**src/rtl/cwi_pkg.sv**
```systemverilog
package cwi_pkg;
   localparam int CW_W    = 16;
   localparam int FIELD_W = 5;
   localparam int FLAG_W  = 2 ** (FIELD_W - 1);
   localparam int IDX_W   = 8;

   typedef struct packed {
      logic [FIELD_W-1:0] rt;
      logic               tr;
      logic [FIELD_W-1:0] sa;
      logic [FIELD_W-1:0] wc;
   } cmd_t;

   function automatic logic sa_is_mode(input logic [FIELD_W-1:0] sa);
      return (sa == '0) || (sa == '1);
   endfunction
endpackage

```
**src/rtl/cwi_cmd_latch.sv**
```systemverilog
module cwi_cmd_latch
   import cwi_pkg::*;
#(
   parameter int          ADDR_W   = 16,
   parameter int unsigned TBL_BASE = 'h300
) (
   input  logic                  clk,
   input  logic                  rst_n,
   input  logic                  load,
   input  logic [CW_W-1:0]       cmd_word,
   input  logic                  bcst,
   output logic [ADDR_W-1:0]     addr_q,
   output logic [FIELD_W-2:0]    sel_q,
   output logic                  mode_q
);
   localparam logic [ADDR_W-1:0] BASE_V = ADDR_W'(TBL_BASE);

   if (ADDR_W < IDX_W + 1) begin : g_bad_width
      $error("cwi_cmd_latch: ADDR_W too small for table");
   end
   if ((TBL_BASE % (2 ** IDX_W)) != 0) begin : g_bad_align
      $error("cwi_cmd_latch: TBL_BASE must be 256-word aligned");
   end

   cmd_t             cmd;
   logic [IDX_W-1:0] idx;
   logic [ADDR_W-1:0] nxt_addr;
   logic             unused_rt;

   assign cmd       = cmd_t'(cmd_word);
   assign unused_rt = ^cmd.rt;
   assign idx       = {~bcst, cmd.tr, cmd.sa, cmd.wc[FIELD_W-1]};
   assign nxt_addr  = BASE_V | {{(ADDR_W-IDX_W){1'b0}}, idx};

   always_ff @(posedge clk or negedge rst_n) begin
      if (!rst_n) begin
         addr_q <= BASE_V;
         sel_q  <= '0;
         mode_q <= 1'b0;
      end else if (load) begin
         addr_q <= nxt_addr;
         sel_q  <= cmd.wc[FIELD_W-2:0];
         mode_q <= sa_is_mode(cmd.sa);
      end
   end
endmodule

```
**src/rtl/cwi_ctrl.sv**
```systemverilog
module cwi_ctrl #(
   parameter int RD_LAT = 1
) (
   input  logic clk,
   input  logic rst_n,
   input  logic start,
   output logic accept,
   output logic ram_re,
   output logic cap_en
);
   if (RD_LAT < 1) begin : g_bad_lat
      $error("cwi_ctrl: RD_LAT must be at least 1");
   end

   logic busy;

   always_ff @(posedge clk or negedge rst_n) begin
      if (!rst_n) ram_re <= 1'b0;
      else        ram_re <= accept;
   end

   if (RD_LAT == 1) begin : g_lat_one
      logic wait_q;
      always_ff @(posedge clk or negedge rst_n) begin
         if (!rst_n) wait_q <= 1'b0;
         else        wait_q <= ram_re;
      end
      assign cap_en = wait_q;
      assign busy   = ram_re | wait_q;
   end else begin : g_lat_chain
      logic [RD_LAT-1:0] wait_sr;
      always_ff @(posedge clk or negedge rst_n) begin
         if (!rst_n) wait_sr <= '0;
         else        wait_sr <= {wait_sr[RD_LAT-2:0], ram_re};
      end
      assign cap_en = wait_sr[RD_LAT-1];
      assign busy   = ram_re | (|wait_sr);
   end

   assign accept = start & ~busy;
endmodule

```
**src/rtl/cwi_flag_sel.sv**
```systemverilog
module cwi_flag_sel
   import cwi_pkg::*;
#(
   parameter int DATA_W = 16
) (
   input  logic                 clk,
   input  logic                 rst_n,
   input  logic                 cap_en,
   input  logic [DATA_W-1:0]    rdata,
   input  logic [FIELD_W-2:0]   sel,
   input  logic                 mode_in,
   output logic                 done,
   output logic                 illegal,
   output logic                 mode_cmd
);
   if (DATA_W != FLAG_W) begin : g_bad_data
      $error("cwi_flag_sel: DATA_W must equal one flag per low field value");
   end

   always_ff @(posedge clk or negedge rst_n) begin
      if (!rst_n) begin
         done     <= 1'b0;
         illegal  <= 1'b0;
         mode_cmd <= 1'b0;
      end else begin
         done <= cap_en;
         if (cap_en) begin
            illegal  <= rdata[sel];
            mode_cmd <= mode_in;
         end
      end
   end
endmodule

```
**src/rtl/cwi_lookup.sv**
```systemverilog
module cwi_lookup
   import cwi_pkg::*;
#(
   parameter int          ADDR_W   = 16,
   parameter int unsigned TBL_BASE = 'h300,
   parameter int          RD_LAT   = 1,
   parameter int          DATA_W   = 16
) (
   input  logic              clk,
   input  logic              rst_n,
   input  logic              start,
   input  logic [CW_W-1:0]   cmd_word,
   input  logic              bcst,
   output logic              ram_re,
   output logic [ADDR_W-1:0] ram_addr,
   input  logic [DATA_W-1:0] ram_rdata,
   output logic              done,
   output logic              illegal,
   output logic              mode_cmd
);
   logic               accept;
   logic               cap_en;
   logic [FIELD_W-2:0] sel_q;
   logic               mode_q;

   cwi_ctrl #(.RD_LAT(RD_LAT)) u_ctrl (
      .clk    (clk),
      .rst_n  (rst_n),
      .start  (start),
      .accept (accept),
      .ram_re (ram_re),
      .cap_en (cap_en)
   );

   cwi_cmd_latch #(.ADDR_W(ADDR_W), .TBL_BASE(TBL_BASE)) u_latch (
      .clk      (clk),
      .rst_n    (rst_n),
      .load     (accept),
      .cmd_word (cmd_word),
      .bcst     (bcst),
      .addr_q   (ram_addr),
      .sel_q    (sel_q),
      .mode_q   (mode_q)
   );

   cwi_flag_sel #(.DATA_W(DATA_W)) u_sel (
      .clk      (clk),
      .rst_n    (rst_n),
      .cap_en   (cap_en),
      .rdata    (ram_rdata),
      .sel      (sel_q),
      .mode_in  (mode_q),
      .done     (done),
      .illegal  (illegal),
      .mode_cmd (mode_cmd)
   );
endmodule

```
**config.mk**
```make
export PLATFORM = sky130hd
export DESIGN_NAME = cwi_lookup
export DESIGN_NICKNAME = d
export VERILOG_FILES = /design/src/rtl/cwi_pkg.sv /design/src/rtl/cwi_cmd_latch.sv /design/src/rtl/cwi_ctrl.sv /design/src/rtl/cwi_flag_sel.sv /design/src/rtl/cwi_lookup.sv
export SDC_FILE = /design/constraint.sdc
export NUM_CORES = 1
export LEC_CHECK = 0
export BUFFER_PORTS_ARGS = -buffer_cell sky130_fd_sc_hd__buf_2
export CAP_MARGIN = 40
export CORE_MARGIN = 2
export CORE_UTILIZATION = 40
export DETAILED_ROUTE_END_ITERATION = 10
export PLACE_DENSITY = 0.77
export SYNTH_ARGS = -nofsm -noshare
export SYNTH_HDL_FRONTEND = slang
export SYNTH_SLANG_ARGS = --single-unit
```
**constraint.sdc**
```tcl
create_clock -name clk -period 4.9 [get_ports clk]
set_clock_uncertainty 0.05 [all_clocks]
set_input_delay 0.98 -clock clk [delete_from_list [all_inputs] [get_ports clk]]
set_output_delay 0.98 -clock clk [all_outputs]
set_load 0.05 [all_outputs]
```
# ---- Word-level counts from Yosys, hierarchy flattened
# Index checks and enable logic that the tools add are counted.
dict set report word_totals {
  mem_bits_rw 0
  wordCells 18
  latch_bits 0
  mem_bits_ro 0
  mem_count 0
  input_bits 36
  register_bits 18
}
dict set report classes {
  eq_ne 1
  n_addsub 0
  div_mod_pow 0
  muxes 2
  n_mul 0
  shift 0
  reduce_logical 2
  magnitude_cmp 1
  bitwise_logic 4
}
# operator n
set op_table {}
lappend op_table {{$eq A5 B5 Y1 const B} 1}
lappend op_table {{$logic_not A5 Y1} 1}
lappend op_table {{$lt A4 B5 Y1 const B} 1}
lappend op_table {{$bmux W1 S4} 1}
lappend op_table {{$not A1 Y1} 2}
lappend op_table {{$and A1 B1 Y1} 1}
lappend op_table {{$logic_or A1 B1 Y1} 1}
lappend op_table {{$mux W1} 1}
lappend op_table {{$or A1 B1 Y1} 1}

# ---- Logic depth before layout (Yosys ltp)
# Gate-level depths: netlist of the first run.
dict set report depth {
  depth_word 3
  mapped_depth 4
  mapped_depth_nobuf 4
}

# ---- Hierarchy
# From an unflattened synthesis of the first run, not the netlist that was laid out.
dict set report hier_totals {
  cells_unflattened 57
  area_unflattened_um2 900.9
}
# mod area_per_inst_um2 cells_each instances
set by_module_without_submodules {}
lappend by_module_without_submodules {cwi_cmd_latch 601.8 42 1}
lappend by_module_without_submodules {cwi_flag_sel 236.5 12 1}
lappend by_module_without_submodules {cwi_ctrl 62.6 3 1}

# ---- Least setup slack after synthesis of the first run
# OpenSTA, ideal clock, no wires.
dict set report synth_timing {
  path_kind {input port to flip-flop}
  start {in start}
  end {reg u_latch.addr_q[0]}
  t_arrival_ns 1.932
  path_slack_ns 2.793
  setup_ns 0.125
  cell_stages 3
  n_path_buf 1
  cell_sequence {nor3b_2 buf_2 mux2_2}
}
dict set report synth_between {
  elab_chain_len 1
}
# element line_no
set synth_lines {}
lappend synth_lines {{start, declared} cwi_lookup.sv:11} ;# input logic start,
lappend synth_lines {{$and A1 B1 Y1} cwi_ctrl.sv:40} ;# assign accept = start & ~busy;
lappend synth_lines {{via accept} cwi_lookup.sv:21} ;# logic accept;
lappend synth_lines {{end signal, assigned} cwi_cmd_latch.sv:41} ;# addr_q <= nxt_addr;
lappend synth_lines {{end, declared} cwi_cmd_latch.sv:12} ;# output logic [ADDR_W-1:0] addr_q,
# The timed path passes the listed nets, and every way through them passes these cells.
# A chain may end at the register's enable or synchronous reset.

# ---- Worst setup path in the final report of the first run
dict set report layout_timing {
  start {reg u_ctrl.ram_re}
  end {out ram_re}
}
# element line_no
set layout_rtl {}
lappend layout_rtl {{start, declared} cwi_ctrl.sv:8} ;# output logic ram_re,
lappend layout_rtl {{start signal, assigned} cwi_ctrl.sv:19} ;# else ram_re <= accept;
lappend layout_rtl {{end, declared} cwi_lookup.sv:14} ;# output logic ram_re,
# No word-level cell between the ends.

==> flow_summary.ini, run 1 <==
[global_route]
grt_overflow = 0
track_usage_pct = 13.15
grt_pass1_wl_um = 2504
antenna_found_initial = 0
grt_pass1_vias = 607
grt_max_degree = 19

[pwr]
p_comb_share_pct = 40.9
p_sw_uw = 199.6
seqPwrFrac_pct = 41.0
cellPowerDensity_nw_per_um2 = 449.6
p_clk_share_pct = 18.0
leakage_uw = 0.0005654
ir_drop_v = 0.0002842
swShare_pct = 39.95
internal_power_uw = 300.0

[synth]
synth_top_area_share_pct = 52.25
syn_area_per_cell_um2 = 14.86
synth_area_leaders = dfrtp_1, mux2_2, mux4_1, buf_4, mux2i_1
ys_warn_count = 0
synth_top_cell_by_area = dfrtp_1
yosysSeqAreaShare_pct = 52.25
yosysUniqueCellTypes = 14
synth.cell_area_um2 = 862.1
syn_inst = 58
ys_seq_elements = 18

[status]
status = completed

[drt]
wire_per_inst_um = 12.14
via_count = 611
post-route-drc-count = 0
first_pass_iters = 2
antenna_left = 0
routed_via_density = 4.736
drtIter0Drc = 4
finalWirelength_um = 1566

[cts]
cts_setup_buffers = 0
cts_tree = built
clock_path_buffers = 2
insertion_delay_ns = 0.29
ctsHoldBuffers = 0
cts_sinks = 18
root_buffer = clkbuf_4
cts_buffers = 3
cts_max_level = 1
path_clk_slew_ns = 0.10
cts_resized = 0

[placement]
place_hpwl_um = 1287
pre_cts_slack_ns = 2.592
numPortBuffers = 42
gp_congestion = 0.6204

[floorplanning]
die_y_um = 50.43
die_area_um2 = 2543
die_width_um = 50.43
core-area_um2 = 2002
row_count = 16
start_util_pct = 43.06
ios = 56

[setup_path]
critPathRequiredTime_ns = 3.87
cp_top_family = flip-flops
path_max_fanout = 3
startpoint_type = flip-flop
critPathCaptureType = primary output
worstPathArrival_ns = 0.96
critPathBufInv = 1
critPathKind = flip-flop to primary output
slowest_delay_ns = 0.40
slowest_stage = dfrtp_1
path_cells = buf_2

[timing]
rsz0062_at_grt = false
min_period_ns = 1.991
worstMarginPinSlew_ns = 0.6166
fin_ws_ns = 2.909
hold_slack_ns = 0.3892
tns_ns = 0
hold_viol_final = 0
maxSlewViolCount = 0
setup_violations = 0
finalCritPeriodShare_pct = 40.63
fmax_mhz = 502.3
relSlewSlack_pct = 58.71

[finish]
layout_commonest_cell = buf_2
antenna_cells = 0
drive_gt1_share_pct = 59.80
final_cell_mix = buf_2, dfrtp_1, mux2_2, conb_1, mux4_1
nets = 139
syn_to_final_growth_pct = 28.88

[run]
maxCapViolations = 0

[min_path]
hp-class = flip-flop to flip-flop
==> sequential cells by signal, indices dropped and copies added (netlist names) <==
| register | flops |
|---|---|
| u_ctrl.ram_re | 1 |
| u_ctrl.cap_en | 1 |
| u_sel.mode_cmd | 1 |
| u_latch.addr_q | 8 |
| u_latch.sel_q | 4 |
| u_sel.illegal | 1 |
| u_sel.done | 1 |
| u_latch.mode_q | 1 |
==> worst register-to-register path, stage by stage, from the launching register on <==
cell and delay (ns):
dfrtp_1 0.44, nor3b_2 0.56, buf_6 0.22, mux2_2 0.33
==> layer usage <==
| layer | vias up | share of wire (%) | GRT usage [%] | routed length [um] |
|---|---|---|---|---|
| met5 | - | 0 | 0 | 0 |
| met4 | 0 | 0.26 | 4.054 | 4 |
| met3 | 2 | 7.5 | 2.679 | 117 |
| met2 | 29 | 52 | 23.03 | 821 |
| met1 | 296 | 40 | 16.24 | 622 |
| li1 | 284 | - | - | - |
==> cells in the mapped netlist <==
cell	number
mux2i_1	3
buf_2	1
nor2_1	3
and3_1	1
mux2_4	1
or4_1	1
dfrtp_1	18
buf_4	8
a31oi_1	1
a21oi_1	2
nor3b_2	1
conb_1	2
mux4_1	4
mux2_2	12
==> through the flow <==
| step | util (%) | total power, uW | instance area [um2] | std cells |
|---|---|---|---|---|
| 2_1_floorplan | - | 368.2 | 884.6 | 64 |
| 3_3_place_gp | 53.13 | 408.6 | 1064 | 124 |
| 3_5_place_dp | 53.69 | 414.6 | 1075 | 125 |
| 4_1_cts | 55.50 | 505.0 | 1111 | 129 |
| 5_1_grt | 55.50 | 524.5 | 1111 | 129 |
| 6_report | 55.50 | 499.6 | 1111 | 129 |
==> final timing paths <==
kind	startpoint	endpoint	slack (ns)	depth (start not counted)
min in group asynchronous	rst_n	u_latch.addr_q[0]	0.55	1
min reg2reg	u_ctrl.ram_re	u_ctrl.cap_en	0.39	0
max	u_ctrl.ram_re	ram_re	2.91	1
max reg2reg	u_ctrl.cap_en	u_latch.addr_q[6]	3.19	3
min	u_ctrl.ram_re	u_ctrl.cap_en	0.39	0
max in group asynchronous	rst_n	u_sel.done	3.97	1
==> final cells by class <==
| class | instances | area (um2) |
|---|---|---|
| clock buffers | 4 | 36.28 |
| fillers | 192 | 890.9 |
| multi-input cells | 37 | 369.1 |
| flip-flops and latches | 18 | 450.4 |
| well taps | 27 | 33.78 |
| repair buffers | 43 | 221.5 |
==> power groups by stage <==
| stage | Clock, uW | Combinational, uW | Sequential [uW] |
|---|---|---|---|
| 6_report | 90.1 | 205 | 205 |
| 4_1_cts | 92.9 | 206 | 206 |
| 3_5_place_dp | 0 | 206 | 208 |
| 2_1_floorplan | 0 | 78.3 | 290 |
| 3_3_place_gp | 0 | 202 | 207 |
| 5_1_grt | 100 | 215 | 209 |
==> kinds of logic (layout without fill, tap and decap cells) <==
logic type | after synthesis | after routing | synth area share, %
and+or+nand+nor | 6 | 6 | 4.355
AOI/OAI and AO/OA | 3 | 3 | 1.887
muxes | 20 | 20 | 33.09
buffers and inverters | 9 | 47 | 7.547
other | 2 | 8 | 0.8712
DFF | 18 | 18 | 52.25
No activity file was read; power rests on OpenSTA's default activity.
==> inputs of run 2 (changes only) <==
==> constraint.sdc (replaced) <==
create_clock -name clk -period 1.98 [get_ports clk]
set_clock_uncertainty 0.05 [all_clocks]
set_input_delay 0.396 -clock clk [delete_from_list [all_inputs] [get_ports clk]]
set_output_delay 0.396 -clock clk [all_outputs]
set_load 0.05 [all_outputs]
==> flow_summary.ini, run 2 (synthesis results as in run 1) <==
[setup_path]
path_cells = mux4_1 > mux2i_1 > mux2i_1 > mux2_4
cp_top_family = multiplexers
r2r-start = u_latch.sel_q[0]
critPathBufInv = 0
worstPathArrival_ns = 1.84
slowest_delay_ns = 0.58
slowest_stage = mux4_1
reg2reg_depth = 4
critPathCaptureType = flip-flop
critPathKind = flip-flop to flip-flop
path_max_fanout = 4
crit_top_cell = mux2i_1
reg2reg_slack_ns = 0.28
startpoint_type = flip-flop
r2r_end = u_sel.illegal
critPathRequiredTime_ns = 2.12

[pwr]
internal_power_uw = 742.4
cellPowerDensity_nw_per_um2 = 1106
p_sw_uw = 493.5
seqPwrFrac_pct = 40.9
swShare_pct = 39.93
leakage_uw = 0.0005686
p_clk_share_pct = 18.0
p_comb_share_pct = 41.1
ir_drop_v = 0.0006068

[cts]
cts_tree = built
cts_max_level = 1
clock_path_buffers = 2
cts_sinks = 18
path_clk_slew_ns = 0.10
cts_setup_buffers = 0
insertion_delay_ns = 0.28
cts_buffers = 3
root_buffer = clkbuf_4

[floorplanning]
die_width_um = 50.43
ios = 56
start_util_pct = 43.06
die_y_um = 50.43
core-area_um2 = 2002
die_area_um2 = 2543
row_count = 16

[global_route]
grtUsageMet2_pct = 24.56
top_usage_layer = met2
grt_pass1_wl_um = 2442
grt_pass1_vias = 613
met3_usage_pct = 2.976
antenna_found_initial = 0
gr-usage-met1_pct = 14.09
grt_max_degree = 19
track_usage_pct = 13.15
grt_overflow = 0

[finish]
largest_reg_flops = 8
regMostFlops = u_latch.addr_q
drive_gt1_share_pct = 59.22
layout_commonest_cell = buf_2
final_cell_mix = buf_2, dfrtp_1, mux2_2, conb_1, mux4_1
reg_top3 = u_latch.addr_q x8, u_latch.sel_q x4
syn_to_final_growth_pct = 29.61
antenna_cells = 0
final_area_um2 = 1117
nets = 140

[timing]
setup_violations = 0
min_period_ns = 1.699
tns_ns = 0
maxSlewViolCount = 0
hold_viol_final = 0
finalCritPeriodShare_pct = 85.81
fmax_mhz = 588.6
rsz0062_at_grt = false
hold_slack_ns = 0.2060

[drt]
routed_via_density = 4.746
first_pass_iters = 2
post-route-drc-count = 0
drtIter0Drc = 2
via_count = 617
wire_per_inst_um = 12.12
finalWirelength_um = 1575
antenna_left = 0

[placement]
gp_congestion = 0.6206
placed_cell_area_um2 = 1071
place_hpwl_um = 1264
numPortBuffers = 42

[min_path]
hp-class = input pin to flip-flop
min_path_cells = 2
min_from = bcst
hold_end = u_latch.addr_q[7]

[run]
maxCapViolations = 0

[status]
status = completed
## run 2: changes by cell type in the layout (fill, tap and decap cells not counted)
cell / previous run / this run
buf_4: 0 / 1
buf_6: 1 / 0
dlygate4sd3_1: 0 / 1
## run 2: layer usage
layer	part of all wire [%]	vias up	wire length, um
met5	0	-	0
met4	1.2	0	19
met3	6.7	4	105
met2	55	29	863
met1	37	298	587
li1	-	286	-
## run 2: how the worst max path moves through the flow
stage | start | to | slack, ns | cells past startpoint
after floorplan | u_ctrl.ram_re | u_latch.addr_q[0] | 0.21 | 3
after global placement | u_latch.sel_q[0] | u_sel.illegal | 0.31 | 4
after detailed placement | u_latch.sel_q[0] | u_sel.illegal | 0.28 | 4
after CTS | u_latch.sel_q[0] | u_sel.illegal | 0.26 | 4
after global routing | u_latch.sel_q[0] | u_sel.illegal | 0.21 | 4
final | u_latch.sel_q[0] | u_sel.illegal | 0.28 | 4
## run 2: metrics by stage
step	total power, uW	std cells	utilization (%)	worst slack, ns
after floorplan	911.2	64	-	0.2117
after global placement	1013	125	53.50	0.3100
after detailed placement	1025	125	53.50	0.2819
after CTS	1252	130	55.81	0.2596
after global routing	1298	130	55.81	0.2128
final	1236	130	55.81	0.2810
## run 2: power groups by stage
stage / registers, uW / logic (uW) / clock network [uW]
2_1_floorplan: 717 / 194 / 0
3_3_place_gp: 512 / 501 / 0
3_5_place_dp: 514 / 511 / 0
4_1_cts: 508 / 514 / 230
5_1_grt: 520 / 534 / 244
6_report: 506 / 508 / 222
## run 2: what timing repair did
action                                 CTS  global route
hold buffers                             1             0
endpoints found under the hold margin   18             0
resized for setup                        0             0
## run 2: area by class of cell
cell class              count  area (um2)
repair buffers             44       227.7
clock buffers               4       36.28
multi-input cells          37       369.1
well taps                  27       33.78
flip-flops and latches     18       450.4
fillers                   187       884.6
